### config.mk
export PLATFORM = sky130hd
export DESIGN_NAME = uart_rx_fifo
export DESIGN_NICKNAME = d
export VERILOG_FILES = /design/src/rtl/uart_rx_pkg.sv /design/src/rtl/rx_sync.sv /design/src/rtl/rx_frame.sv /design/src/rtl/rx_fifo.sv /design/src/rtl/rx_timeout.sv /design/src/rtl/uart_rx_fifo.sv
export SDC_FILE = /design/constraint.sdc
export NUM_CORES = 1
export LEC_CHECK = 0
export BUFFER_PORTS_ARGS = -buffer_cell sky130_fd_sc_hd__buf_2
export CAP_MARGIN = 20
export CORE_ASPECT_RATIO = 1.1
export CORE_UTILIZATION = 56
export CTS_CLUSTER_DIAMETER = 120
export DETAILED_ROUTE_END_ITERATION = 10
export PLACE_DENSITY = 0.81
export SLEW_MARGIN = 20
export SYNTH_ARGS = -nofsm -noshare
export SYNTH_HDL_FRONTEND = slang
export SYNTH_SLANG_ARGS = --single-unit
### constraint.sdc
create_clock -name clk -period 2.7 [get_ports clk]
set_clock_uncertainty 0.1 [all_clocks]
set_input_delay 0.135 -clock clk [delete_from_list [all_inputs] [get_ports clk]]
set_output_delay 0.135 -clock clk [all_outputs]
set_load 0.02 [all_outputs]
### src/rtl/uart_rx_pkg.sv
// Package: shared types and helpers of the oversampled serial receiver.
// Assumes 8-bit maximum character width and a 2-bit length select (5..8).
package uart_rx_pkg;

    localparam int DATA_W   = 8;
    localparam int MIN_BITS = 5;

    typedef enum logic [2:0] {
        ST_IDLE,
        ST_START,
        ST_DATA,
        ST_PAR,
        ST_STOP,
        ST_WAITHI
    } rx_state_e;

    typedef struct packed {
        logic              brk;
        logic              ferr;
        logic              perr;
        logic [DATA_W-1:0] data;
    } rx_entry_t;

    // Number of data bits selected by the length code.
    function automatic int unsigned data_bits(input logic [1:0] len);
        return MIN_BITS + int'(len);
    endfunction

    // FIFO fill level at which the trigger flag asserts.
    function automatic int unsigned trig_level(input logic [1:0] sel);
        case (sel)
            2'd0:    return 1;
            2'd1:    return 4;
            2'd2:    return 8;
            default: return 14;
        endcase
    endfunction

endpackage

### src/rtl/rx_sync.sv
// Module: rx_sync
// Brings the asynchronous line into the clock domain through a flop chain.
// Assumes STAGES >= 2; the chain resets to RESET_VAL (line idle level).
module rx_sync #(
    parameter int   STAGES    = 2,
    parameter logic RESET_VAL = 1'b1
) (
    input  logic clk,
    input  logic rst_n,
    input  logic d,
    output logic q
);
    logic [STAGES-1:0] chain;

    // Shift the line through the synchroniser chain.
    always_ff @(posedge clk) begin
        if (!rst_n) chain <= {STAGES{RESET_VAL}};
        else        chain <= {chain[STAGES-2:0], d};
    end

    assign q = chain[STAGES-1];
endmodule

### src/rtl/rx_frame.sv
// Module: rx_frame
// Framing state machine: detects a start edge, confirms it at the half-bit
// tick, samples data/parity/stop at bit centres and builds an entry with
// error flags. Completed entries pass a DELAY-cycle line before "push".
// Assumes one clock per oversampling tick, OVS ticks per bit, OVS even.
module rx_frame
    import uart_rx_pkg::*;
#(
    parameter int OVS   = 16,
    parameter int DELAY = 3
) (
    input  logic       clk,
    input  logic       rst_n,
    input  logic       rx_s,
    input  logic [1:0] cfg_len,
    input  logic       cfg_par_en,
    input  logic       cfg_par_odd,
    output logic       push,
    output rx_entry_t  push_entry
);
    localparam int TICK_W = $clog2(OVS);
    localparam int BIT_W  = $clog2(DATA_W);
    localparam logic [TICK_W-1:0] HALF_LAST = TICK_W'(OVS/2 - 1);
    localparam logic [TICK_W-1:0] BIT_LAST  = TICK_W'(OVS - 1);

    rx_state_e          state;
    logic [TICK_W-1:0]  tick;
    logic [BIT_W-1:0]   bitn;
    logic [DATA_W-1:0]  shreg;
    logic               par_bit;
    logic               at_centre;
    logic [BIT_W-1:0]   last_bit;
    logic               done;
    rx_entry_t          done_entry;

    logic [DELAY-1:0]   stg_v;
    rx_entry_t          stg_e [DELAY];

    assign at_centre = (tick == BIT_LAST);
    assign last_bit  = BIT_W'(MIN_BITS - 1) + BIT_W'(cfg_len);
    assign done      = (state == ST_STOP) && at_centre;

    // Assemble the finished entry and its flags at the stop-bit sample.
    always_comb begin
        done_entry.data = shreg;
        done_entry.perr = cfg_par_en && (par_bit != ((^shreg) ^ cfg_par_odd));
        done_entry.ferr = !rx_s;
        done_entry.brk  = !rx_s && (shreg == '0) && (!cfg_par_en || !par_bit);
    end

    // Framing state machine with tick and bit counters.
    always_ff @(posedge clk) begin
        if (!rst_n) begin
            state   <= ST_IDLE;
            tick    <= '0;
            bitn    <= '0;
            shreg   <= '0;
            par_bit <= 1'b0;
        end else begin
            case (state)
                ST_IDLE: begin
                    tick <= '0;
                    if (!rx_s) state <= ST_START;
                end
                ST_START: begin
                    if (tick == HALF_LAST) begin
                        tick    <= '0;
                        bitn    <= '0;
                        shreg   <= '0;
                        par_bit <= 1'b0;
                        state   <= rx_s ? ST_IDLE : ST_DATA;
                    end else begin
                        tick <= tick + 1'b1;
                    end
                end
                ST_DATA: begin
                    tick <= at_centre ? '0 : tick + 1'b1;
                    if (at_centre) begin
                        shreg[bitn] <= rx_s;
                        bitn        <= bitn + 1'b1;
                        if (bitn == last_bit)
                            state <= cfg_par_en ? ST_PAR : ST_STOP;
                    end
                end
                ST_PAR: begin
                    tick <= at_centre ? '0 : tick + 1'b1;
                    if (at_centre) begin
                        par_bit <= rx_s;
                        state   <= ST_STOP;
                    end
                end
                ST_STOP: begin
                    tick <= at_centre ? '0 : tick + 1'b1;
                    if (at_centre) state <= rx_s ? ST_IDLE : ST_WAITHI;
                end
                ST_WAITHI: begin
                    tick <= '0;
                    if (rx_s) state <= ST_IDLE;
                end
                default: state <= ST_IDLE;
            endcase
        end
    end

    // Fixed-latency delay line between the stop sample and the FIFO write.
    always_ff @(posedge clk) begin
        if (!rst_n) begin
            stg_v <= '0;
            for (int i = 0; i < DELAY; i++) stg_e[i] <= '0;
        end else begin
            stg_v[0] <= done;
            stg_e[0] <= done_entry;
            for (int i = 1; i < DELAY; i++) begin
                stg_v[i] <= stg_v[i-1];
                stg_e[i] <= stg_e[i-1];
            end
        end
    end

    assign push       = stg_v[DELAY-1];
    assign push_entry = stg_e[DELAY-1];

    // a start not low at the half-bit tick returns to idle.
    assert_false_start_R3: assert property (@(posedge clk) disable iff (!rst_n)
        (state == ST_START && tick == HALF_LAST && rx_s) |=> (state == ST_IDLE));

    // a low line keeps the receiver parked after a bad stop bit.
    assert_wait_high_R4: assert property (@(posedge clk) disable iff (!rst_n)
        (state == ST_WAITHI && !rx_s) |=> (state == ST_WAITHI));

    // a break entry carries zero data and a framing error.
    assert_break_entry_R5: assert property (@(posedge clk) disable iff (!rst_n)
        (push && push_entry.brk) |-> (push_entry.ferr && push_entry.data == '0));
endmodule

### src/rtl/rx_fifo.sv
// Module: rx_fifo
// Entry FIFO with per-entry flags, fill count and sticky overrun.
// Assumes DEPTH is a power of two. A push into a full FIFO with no pop in
// the same cycle is dropped and sets the overrun flag; any pop clears it.
module rx_fifo
    import uart_rx_pkg::*;
#(
    parameter int DEPTH = 16
) (
    input  logic                       clk,
    input  logic                       rst_n,
    input  logic                       push,
    input  rx_entry_t                  push_entry,
    input  logic                       pop,
    output rx_entry_t                  head,
    output logic [$clog2(DEPTH+1)-1:0] count,
    output logic                       ovr
);
    localparam int PTR_W = $clog2(DEPTH);
    localparam int CNT_W = $clog2(DEPTH + 1);

    rx_entry_t        mem [DEPTH];
    logic [PTR_W-1:0] wr_ptr;
    logic [PTR_W-1:0] rd_ptr;
    logic             empty;
    logic             full;
    logic             do_pop;
    logic             do_push;

    assign empty   = (count == '0);
    assign full    = (count == CNT_W'(DEPTH));
    assign do_pop  = pop && !empty;
    assign do_push = push && (!full || do_pop);

    // Entry storage write port.
    always_ff @(posedge clk) begin
        if (do_push) mem[wr_ptr] <= push_entry;
    end

    // Pointers, fill count and overrun flag.
    always_ff @(posedge clk) begin
        if (!rst_n) begin
            wr_ptr <= '0;
            rd_ptr <= '0;
            count  <= '0;
            ovr    <= 1'b0;
        end else begin
            if (do_push) wr_ptr <= wr_ptr + 1'b1;
            if (do_pop)  rd_ptr <= rd_ptr + 1'b1;
            if (do_push && !do_pop)      count <= count + 1'b1;
            else if (do_pop && !do_push) count <= count - 1'b1;
            if (push && !do_push) ovr <= 1'b1;
            else if (pop)         ovr <= 1'b0;
        end
    end

    assign head = empty ? '0 : mem[rd_ptr];

    // the count never exceeds the depth.
    assert_no_overflow_R6: assert property (@(posedge clk) disable iff (!rst_n)
        count <= CNT_W'(DEPTH));

    // a pop on an empty FIFO leaves it empty.
    assert_pop_empty_R6: assert property (@(posedge clk) disable iff (!rst_n)
        (pop && count == '0 && !push) |=> (count == '0));

    // a write into a full FIFO keeps it full and flags overrun.
    assert_overrun_keep_R7: assert property (@(posedge clk) disable iff (!rst_n)
        (push && count == CNT_W'(DEPTH) && !pop) |=> (count == CNT_W'(DEPTH) && ovr));
endmodule

### src/rtl/rx_timeout.sv
// Module: rx_timeout
// Idle counter for the character timeout. It clears on any write or pop or
// while the FIFO is empty, and saturates at a limit derived from the frame
// size: TO_CHARS character times plus TO_EXTRA cycles.
// Assumes OVS clocks per bit and a single stop bit in the frame length.
module rx_timeout
    import uart_rx_pkg::*;
#(
    parameter int OVS      = 16,
    parameter int TO_CHARS = 4,
    parameter int TO_EXTRA = 8
) (
    input  logic       clk,
    input  logic       rst_n,
    input  logic       push,
    input  logic       pop,
    input  logic       nonempty,
    input  logic [1:0] cfg_len,
    input  logic       cfg_par_en,
    output logic       timeout
);
    localparam int MAX_LIMIT = TO_CHARS * OVS * (DATA_W + 3) + TO_EXTRA;
    localparam int CNT_W     = $clog2(MAX_LIMIT + 1);

    logic [CNT_W-1:0] idle_cnt;
    logic [CNT_W-1:0] limit;

    // Limit in cycles for the current frame format.
    always_comb begin
        limit = CNT_W'(TO_CHARS * OVS *
                       (2 + int'(data_bits(cfg_len)) + int'(cfg_par_en)) + TO_EXTRA);
    end

    // Idle cycle counter.
    always_ff @(posedge clk) begin
        if (!rst_n)                          idle_cnt <= '0;
        else if (push || pop || !nonempty)   idle_cnt <= '0;
        else if (idle_cnt < limit)           idle_cnt <= idle_cnt + 1'b1;
    end

    assign timeout = nonempty && (idle_cnt == limit);

    // the timeout never stands while the FIFO is empty.
    assert_timeout_nonempty_R10: assert property (@(posedge clk) disable iff (!rst_n)
        timeout |-> nonempty);

    // a write or pop always drops the timeout in the next cycle.
    assert_timeout_clear_R10: assert property (@(posedge clk) disable iff (!rst_n)
        (push || pop) |=> !timeout);
endmodule

### src/rtl/uart_rx_fifo.sv
// Module: uart_rx_fifo (top)
// Oversampled serial receiver feeding a flagged receive FIFO, with
// data-available, trigger, timeout and overrun indications.
// Assumes clk is the 16x oversampling clock and rst_n is synchronous.
module uart_rx_fifo
    import uart_rx_pkg::*;
#(
    parameter int OVS      = 16,
    parameter int DEPTH    = 16,
    parameter int DELAY    = 3,
    parameter int SYNC_STG = 2,
    parameter int TO_CHARS = 4,
    parameter int TO_EXTRA = 8
) (
    input  logic       clk,
    input  logic       rst_n,
    input  logic       rx_line,
    input  logic [1:0] cfg_len,
    input  logic       cfg_par_en,
    input  logic       cfg_par_odd,
    input  logic [1:0] cfg_trig,
    input  logic       rd_pop,
    output logic [7:0] rd_data,
    output logic       rd_perr,
    output logic       rd_ferr,
    output logic       rd_brk,
    output logic       data_avail,
    output logic       trig_hit,
    output logic       char_timeout,
    output logic       overrun
);
    localparam int CNT_W = $clog2(DEPTH + 1);

    logic             rx_s;
    logic             push;
    rx_entry_t        push_entry;
    rx_entry_t        head;
    logic [CNT_W-1:0] count;

    rx_sync #(.STAGES(SYNC_STG), .RESET_VAL(1'b1)) u_sync (
        .clk   (clk),
        .rst_n (rst_n),
        .d     (rx_line),
        .q     (rx_s)
    );

    rx_frame #(.OVS(OVS), .DELAY(DELAY)) u_frame (
        .clk         (clk),
        .rst_n       (rst_n),
        .rx_s        (rx_s),
        .cfg_len     (cfg_len),
        .cfg_par_en  (cfg_par_en),
        .cfg_par_odd (cfg_par_odd),
        .push        (push),
        .push_entry  (push_entry)
    );

    rx_fifo #(.DEPTH(DEPTH)) u_fifo (
        .clk        (clk),
        .rst_n      (rst_n),
        .push       (push),
        .push_entry (push_entry),
        .pop        (rd_pop),
        .head       (head),
        .count      (count),
        .ovr        (overrun)
    );

    rx_timeout #(.OVS(OVS), .TO_CHARS(TO_CHARS), .TO_EXTRA(TO_EXTRA)) u_tmo (
        .clk        (clk),
        .rst_n      (rst_n),
        .push       (push),
        .pop        (rd_pop),
        .nonempty   (data_avail),
        .cfg_len    (cfg_len),
        .cfg_par_en (cfg_par_en),
        .timeout    (char_timeout)
    );

    assign data_avail = (count != '0);
    assign trig_hit   = int'(count) >= int'(trig_level(cfg_trig));
    assign rd_data    = head.data;
    assign rd_perr    = head.perr;
    assign rd_ferr    = head.ferr;
    assign rd_brk     = head.brk;

    // the trigger flag implies at least one held entry.
    assert_trig_avail_R9: assert property (@(posedge clk) disable iff (!rst_n)
        trig_hit |-> data_avail);

    // an empty FIFO shows no head flags.
    assert_empty_head_R6: assert property (@(posedge clk) disable iff (!rst_n)
        !data_avail |-> !(rd_perr || rd_ferr || rd_brk));
endmodule

Yosys cells after proc, flatten, opt, wreduce, memory -nomap -nowiden
Memory sizes are Yosys's and may differ from the RTL's. A register that Yosys moved wholly into a read port is not among the register bits.
Index checks and enable logic that the tools add are counted.
{"block": "totals", "out_inout_bits": 15, "reg_bits": 48, "elab_cells": 136, "latch_bits": 0, "inputBits": 10, "rom_bits": 0, "n_memories": 2, "mem_bits_rw": 209}
{"name": "u_fifo.mem", "depth": 16, "width": 11, "read_ports": 1, "rd_clocked_by_memory_dff": 1, "write_ports": 1, "line": "rx_fifo.sv:22", "source": "rx_entry_t mem [DEPTH];"}
{"name": "u_frame.stg_e", "depth": 3, "width": 11, "read_ports": 3, "rd_clocked_by_memory_dff": 0, "write_ports": 3, "line": "rx_frame.sv:37", "source": "rx_entry_t stg_e [DELAY];"}
{"block": "op_classes", "magnitude_cmp": 4, "n_eq_ne": 20, "mul": 0, "shift": 0, "n_bitwise": 5, "add_sub_neg": 12, "reduce_logical": 40, "div_mod_pow": 0, "n_mux": 41}
{"operator": "$mux 11", "count": 4}
{"operator": "$mux 3", "count": 11}
{"operator": "$ge 6x32->1", "count": 1}
{"operator": "$pmux 4 s3", "count": 2}
{"operator": "$pmux 3 s6", "count": 1}
{"operator": "$mux 4", "count": 4}
{"operator": "$mux 8", "count": 2}
{"operator": "$pmux 8 s2", "count": 1}
{"operator": "$add 4x1->4 const B", "count": 3}
{"operator": "$logic_and 1x1->1", "count": 11}
{"operator": "$add 10x1->10 const B", "count": 1}
{"operator": "$add 10x5->10 const B", "count": 1}
{"operator": "$eq 10x10->1", "count": 1}
{"operator": "$lt 10x10->1", "count": 1}
{"operator": "$mux 5", "count": 2}
{"operator": "$ne 2x1->1 const B", "count": 5}
{"operator": "$mux 1", "count": 9}
{"operator": "$bwmux 8", "count": 1}
{"operator": "$logic_not 1->1", "count": 8}
{"operator": "$logic_not 8->1", "count": 1}
{"operator": "$reduce_bool 2->1", "count": 4}
{"operator": "$reduce_xor 8->1", "count": 1}
{"operator": "$reduce_and 7->1", "count": 1}
{"operator": "$eq 3x2->1 const B", "count": 2}
{"operator": "other kinds (35)", "count": 44}

Longest topological paths before layout
{"block": "depth", "ltp_word": 9, "mapped_depth": 12, "ltp_nobuf": 12}

By module
A second synthesis with hierarchy kept.
{"block": "hier_totals", "hier_cells": 727, "area_unflattened_um2": 10879.2}
{"mod": "rx_fifo", "seq_area_each_um2": 5645.4, "area_per_inst_um2": 7831.3, "instances": 1, "cells_per_inst": 394}
{"mod": "rx_frame", "seq_area_each_um2": 1101.1, "area_per_inst_um2": 2247.2, "instances": 1, "cells_per_inst": 236}
{"mod": "rx_timeout", "seq_area_each_um2": 200.2, "area_per_inst_um2": 633.1, "instances": 1, "cells_per_inst": 75}
{"mod": "uart_rx_fifo", "seq_area_each_um2": 0.0, "area_per_inst_um2": 115.1, "instances": 1, "cells_per_inst": 18}
{"mod": "rx_sync", "seq_area_each_um2": 40.0, "area_per_inst_um2": 52.6, "instances": 1, "cells_per_inst": 4}

Least setup slack after synthesis
No wires, ideal clock.
{"block": "synth_timing", "path_kind": "reg-to-reg", "from": "reg u_fifo.count[0]", "to": "reg u_fifo.count[4]", "path_buffers": 0, "t_arrival_ns": 2.580, "setup_time_ns": 0.072, "required_ns": 2.528, "synth_period_minus_slack_ns": 2.751, "path_stages_with_launch": 12, "setup_slack_ns": -0.051, "cell_sequence": "dfxtp_1 nor4_1 nor2b_1 inv_1 nand2_1 ha_1 inv_1 ha_1 a21o_1 a21oi_1 mux2i_1 mux2i_1"}
{"block": "synth_via", "elab_chain_len": 8, "elab_cells_between_ends": 16, "classes_between": "add/sub: 2; eq/ne: 1; mux: 2; reduce/logical: 11"}
{"item": "start: declaration", "line": "rx_fifo.sv:16", "source": "output logic [$clog2(DEPTH+1)-1:0] count,"}
{"item": "start signal: assignment", "line": "rx_fifo.sv:50", "source": "if (do_push && !do_pop) count <= count + 1'b1;"}
{"item": "start signal: assignment", "line": "rx_fifo.sv:51", "source": "else if (do_pop && !do_push) count <= count - 1'b1;"}
{"item": "branches (longest 8 deep; another with $sub 5x1->5)"}
Parallel ways; which one is timed is not known. The select of a mux whose other input is x is not followed.
A chain may end at the register's enable or synchronous reset.

Worst setup path after layout
Ends and elaborated chain as after synthesis.

==> flow_summary.yaml <==
clocking:
  h-tree-depth: 1
  cts_tree: "built"
  clock_latency_ns: 0.51
  clk_pin_slew_ns: 0.06
  clk_path_buf_depth: 3
  clock-sinks: 261
  clockRootBuffer: "clkbuf_16"
  cts_made_buffers: 25
finish:
  fillers: 1245
  seq_area_sq_mm: 0.00699
  syn_to_final_growth_pct: 14.6
  fin_area_sq_mm: 0.0120
  fin_nets: 800
  layout-drive-gt1-share_pct: 19.9
  multi_input_area_sq_mm: 0.00327
  layoutNonFillerInstCount: 1022
  antenna_cells: 0
floorplanning:
  initial_utilization_pct: 57.2
  die_area_sq_mm: 0.0193
  num_io_pins: 25
  rows: 52
  die_y_um: 146
  core_sq_mm: 0.0183
  die_width_um: 133
route:
  topRoutingLayerUsed: "met4"
  drt-met1-wl_um: 8010
  drtIter0Drc: 407
  wl_per_cell_um: 20.3
  dr_wl_met2_um: 11000
  drc_errors: 0
  vias_per_cell: 5.85
  antenna_left: 0
  dr.pass1.iters: 5
  drt-total-wl_um: 20700
  route.vias.total: 5982
  met3_length_um: 1170
worst_setup_path:
  crit_buf_inv: 2
  worstPathMaxFanout: 5
  critical_path_class: "reg -> reg"
  cpPeakStageDelay_ns: 0.33
  cp-start-kind: "register"
  crit_chain: "nor4_4 > nor2b_4 > inv_1 > nand2_1 > ha_2 > inv_1 > ha_1 > a21o_1 > a21oi_2 > mux2i_1 > mux2i_1"
  cp_data_arrival_time_ns: 2.91
  slowest_stage: "dfxtp_1"
  cp_top_family: "simple AND/OR/NAND/NOR gates"
  critPathCaptureType: "register"
  required_ns: 3.04
power_and_ir_drop:
  p_leak_nw: 4.28
  power_density_mw_per_mm2: 817
  ir_drop_mv: 0.550
logic_synthesis:
  synth_top_cell_area_share_pct: 50.4
  synth_fp_nets: 743
  synthArstFlopShare_pct: 0
  ys_types: 55
  synth-seq-cells: 261
  synth_ff_type: "edfxtp_1"
  synth_top_area_cell: "edfxtp_1"
  synthTopCellsByCount: "edfxtp_1 (176), dfxtp_1 (85), nor2_1 (56), mux4_2 (44)"
  seq_area_frac_synth_pct: 66.6
  yosysWarnings: 0
  synthMostInstantiatedCell: "edfxtp_1"
  syn_inst: 704
  synth_top_cells_by_area: "edfxtp_1 (50%), dfxtp_1 (16%), mux4_2 (9.4%), ha_1 (3.3%), mux2i_1 (2.7%)"
  synth_edf_count: 176
  synthesis.area_sq_mm: 0.0105
  syn_avg_cell_area_sq_um: 14.9
hold_path:
  hold_path.class: "in -> reg"
placed_design:
  place_ws_ns: 0.00128
  gp_congestion: 0.896
  io_buffers: 24
  dp_cells: 967
  place_area_sq_mm: 0.0110
  hpwl_um: 13300
flow_run:
  cap_violations: 0
global_route:
  grt_pass1_wl_um: 31700
  track_usage_pct: 21.4
  grt_max_degree: 45
  antenna_found_initial: 0
  grt_pass1_vias: 6108
  overflow: 0
sta:
  worst_slack_ns: 0.133
  setup_viol: 0
  relSlewSlack_pct: 54.0
  period_share_pct: 95.1
  final.setup.tns_ns: 0
  finalHoldViolCount: 0
  fmax_mhz: 390
  slew_violations: 0
  min_period_ns: 2.57
  tightest_slew_ns: 0.687
run_status:
  outcome: "completed"
## registers in the layout (all words and copies together) (netlist names), named ones only
name,cells
u_frame.state,3
u_frame.stg_v,3
u_frame.stg_e,33
u_fifo.count,5
u_frame.bitn,3
u_frame.tick,4
u_fifo.ovr,1
u_frame.par_bit,1
u_fifo.mem,176
u_tmo.idle_cnt,10
u_frame.shreg,8
u_sync.chain,2
u_fifo.rd_ptr,4
u_fifo.wr_ptr,4
## path summary, 6_finish.rpt
path / from / to / slack, ns / cells after the start
min reg2reg: u_sync.chain[0] / u_sync.chain[1] / 0.32 / 1
max reg2reg: u_fifo.count[0] / u_fifo.count[4] / 0.13 / 11
max: u_fifo.count[0] / u_fifo.count[4] / 0.13 / 11
min: cfg_par_en / u_frame.state[2] / 0.04 / 4
## worst min-delay path, stage by stage
cell and delay, ns:
buf_2 0.12, nand2_1 0.06, a22oi_1 0.16, a311oi_1 0.11
## stage by stage
step	power [W]	utilization (%)	hold slack, ns
final	0.00982	65.5	0.0365
after CTS	0.00978	65.1	0.00232
after global placement	0.00617	60.1	0.218
after global routing	0.0102	65.5	0.0465
after detailed placement	0.00625	60.1	0.227
after floorplan	0.00571	-	0.136
## final cells by class
cell class,count,area share [%]
repair buffers,64,4.06
clock buffers,36,6.15
inverters,32,0.999
clock inverters,9,0.895
well taps,243,2.53
multi-input cells,377,27.2
flip-flops and latches,261,58.2
## power by group
group	total [W]	switching [W]	internal, W	leakage, nW
clock	0.00352	0.00141	0.00211	0.417
sequential	0.00443	0.000141	0.00429	2.48
combinational	0.00187	0.00101	0.000854	1.38
## repair_timing
| item | 4_1_cts | 5_1_grt |
|---|---|---|
| resized for setup | 2 | 6 |
| cloned | 0 | 1 |
| hold endpoints to repair | 14 | 0 |
| buffers inserted | 0 | 2 |
| setup endpoints to repair | 11 | 5 |
| hold buffers | 7 | 0 |
| pin swaps | 0 | 1 |
## kinds of logic after synthesis
kind of cell             after synthesis  synth area share, %
AO/OA/AOI/OAI                         73                 4.72
XOR/XNOR                              23                 1.92
adder cells (fa/ha/maj)               29                 3.53
buffers and inverters                 66                 2.55
flip-flops                           261                 66.6
multiplexers                          72                 12.1
AND/OR/NAND/NOR                      180                 8.56
## layer usage
| metal | vias up | GRT usage (%) |
|---|---|---|
| li1 | 2743 | - |
| met1 | 2989 | 25.1 |
| met3 | 44 | 3.55 |
| met5 | - | 0 |
| met2 | 206 | 39.7 |
| met4 | 0 | 7.24 |
## placed cells by master, fill, tap and decap left out, drive strengths merged, types with 2 or more instances in the layout
cell type,instances
nor3b,2
nor2,56
nand4,5
nand2b,8
a31oi,2
nor4,2
dfxtp,85
and3,3
or3,7
a21oi,24
a32oi,4
xnor2,13
o2111ai,2
xor2,10
o21ai,15
a21o,2
ha,28
nand3b,2
a2111oi,2
mux4,44
nand3,17
o22ai,12
nor3,10
a211oi,2
nor2b,6
nand2,31
mux2i,28
clkbuf,37
bufinv,2
buf,56
edfxtp,176
dlygate4sd3,7
inv,32
clkinv,7
and2,27
Note: power is estimated with default switching activity, not from simulation.
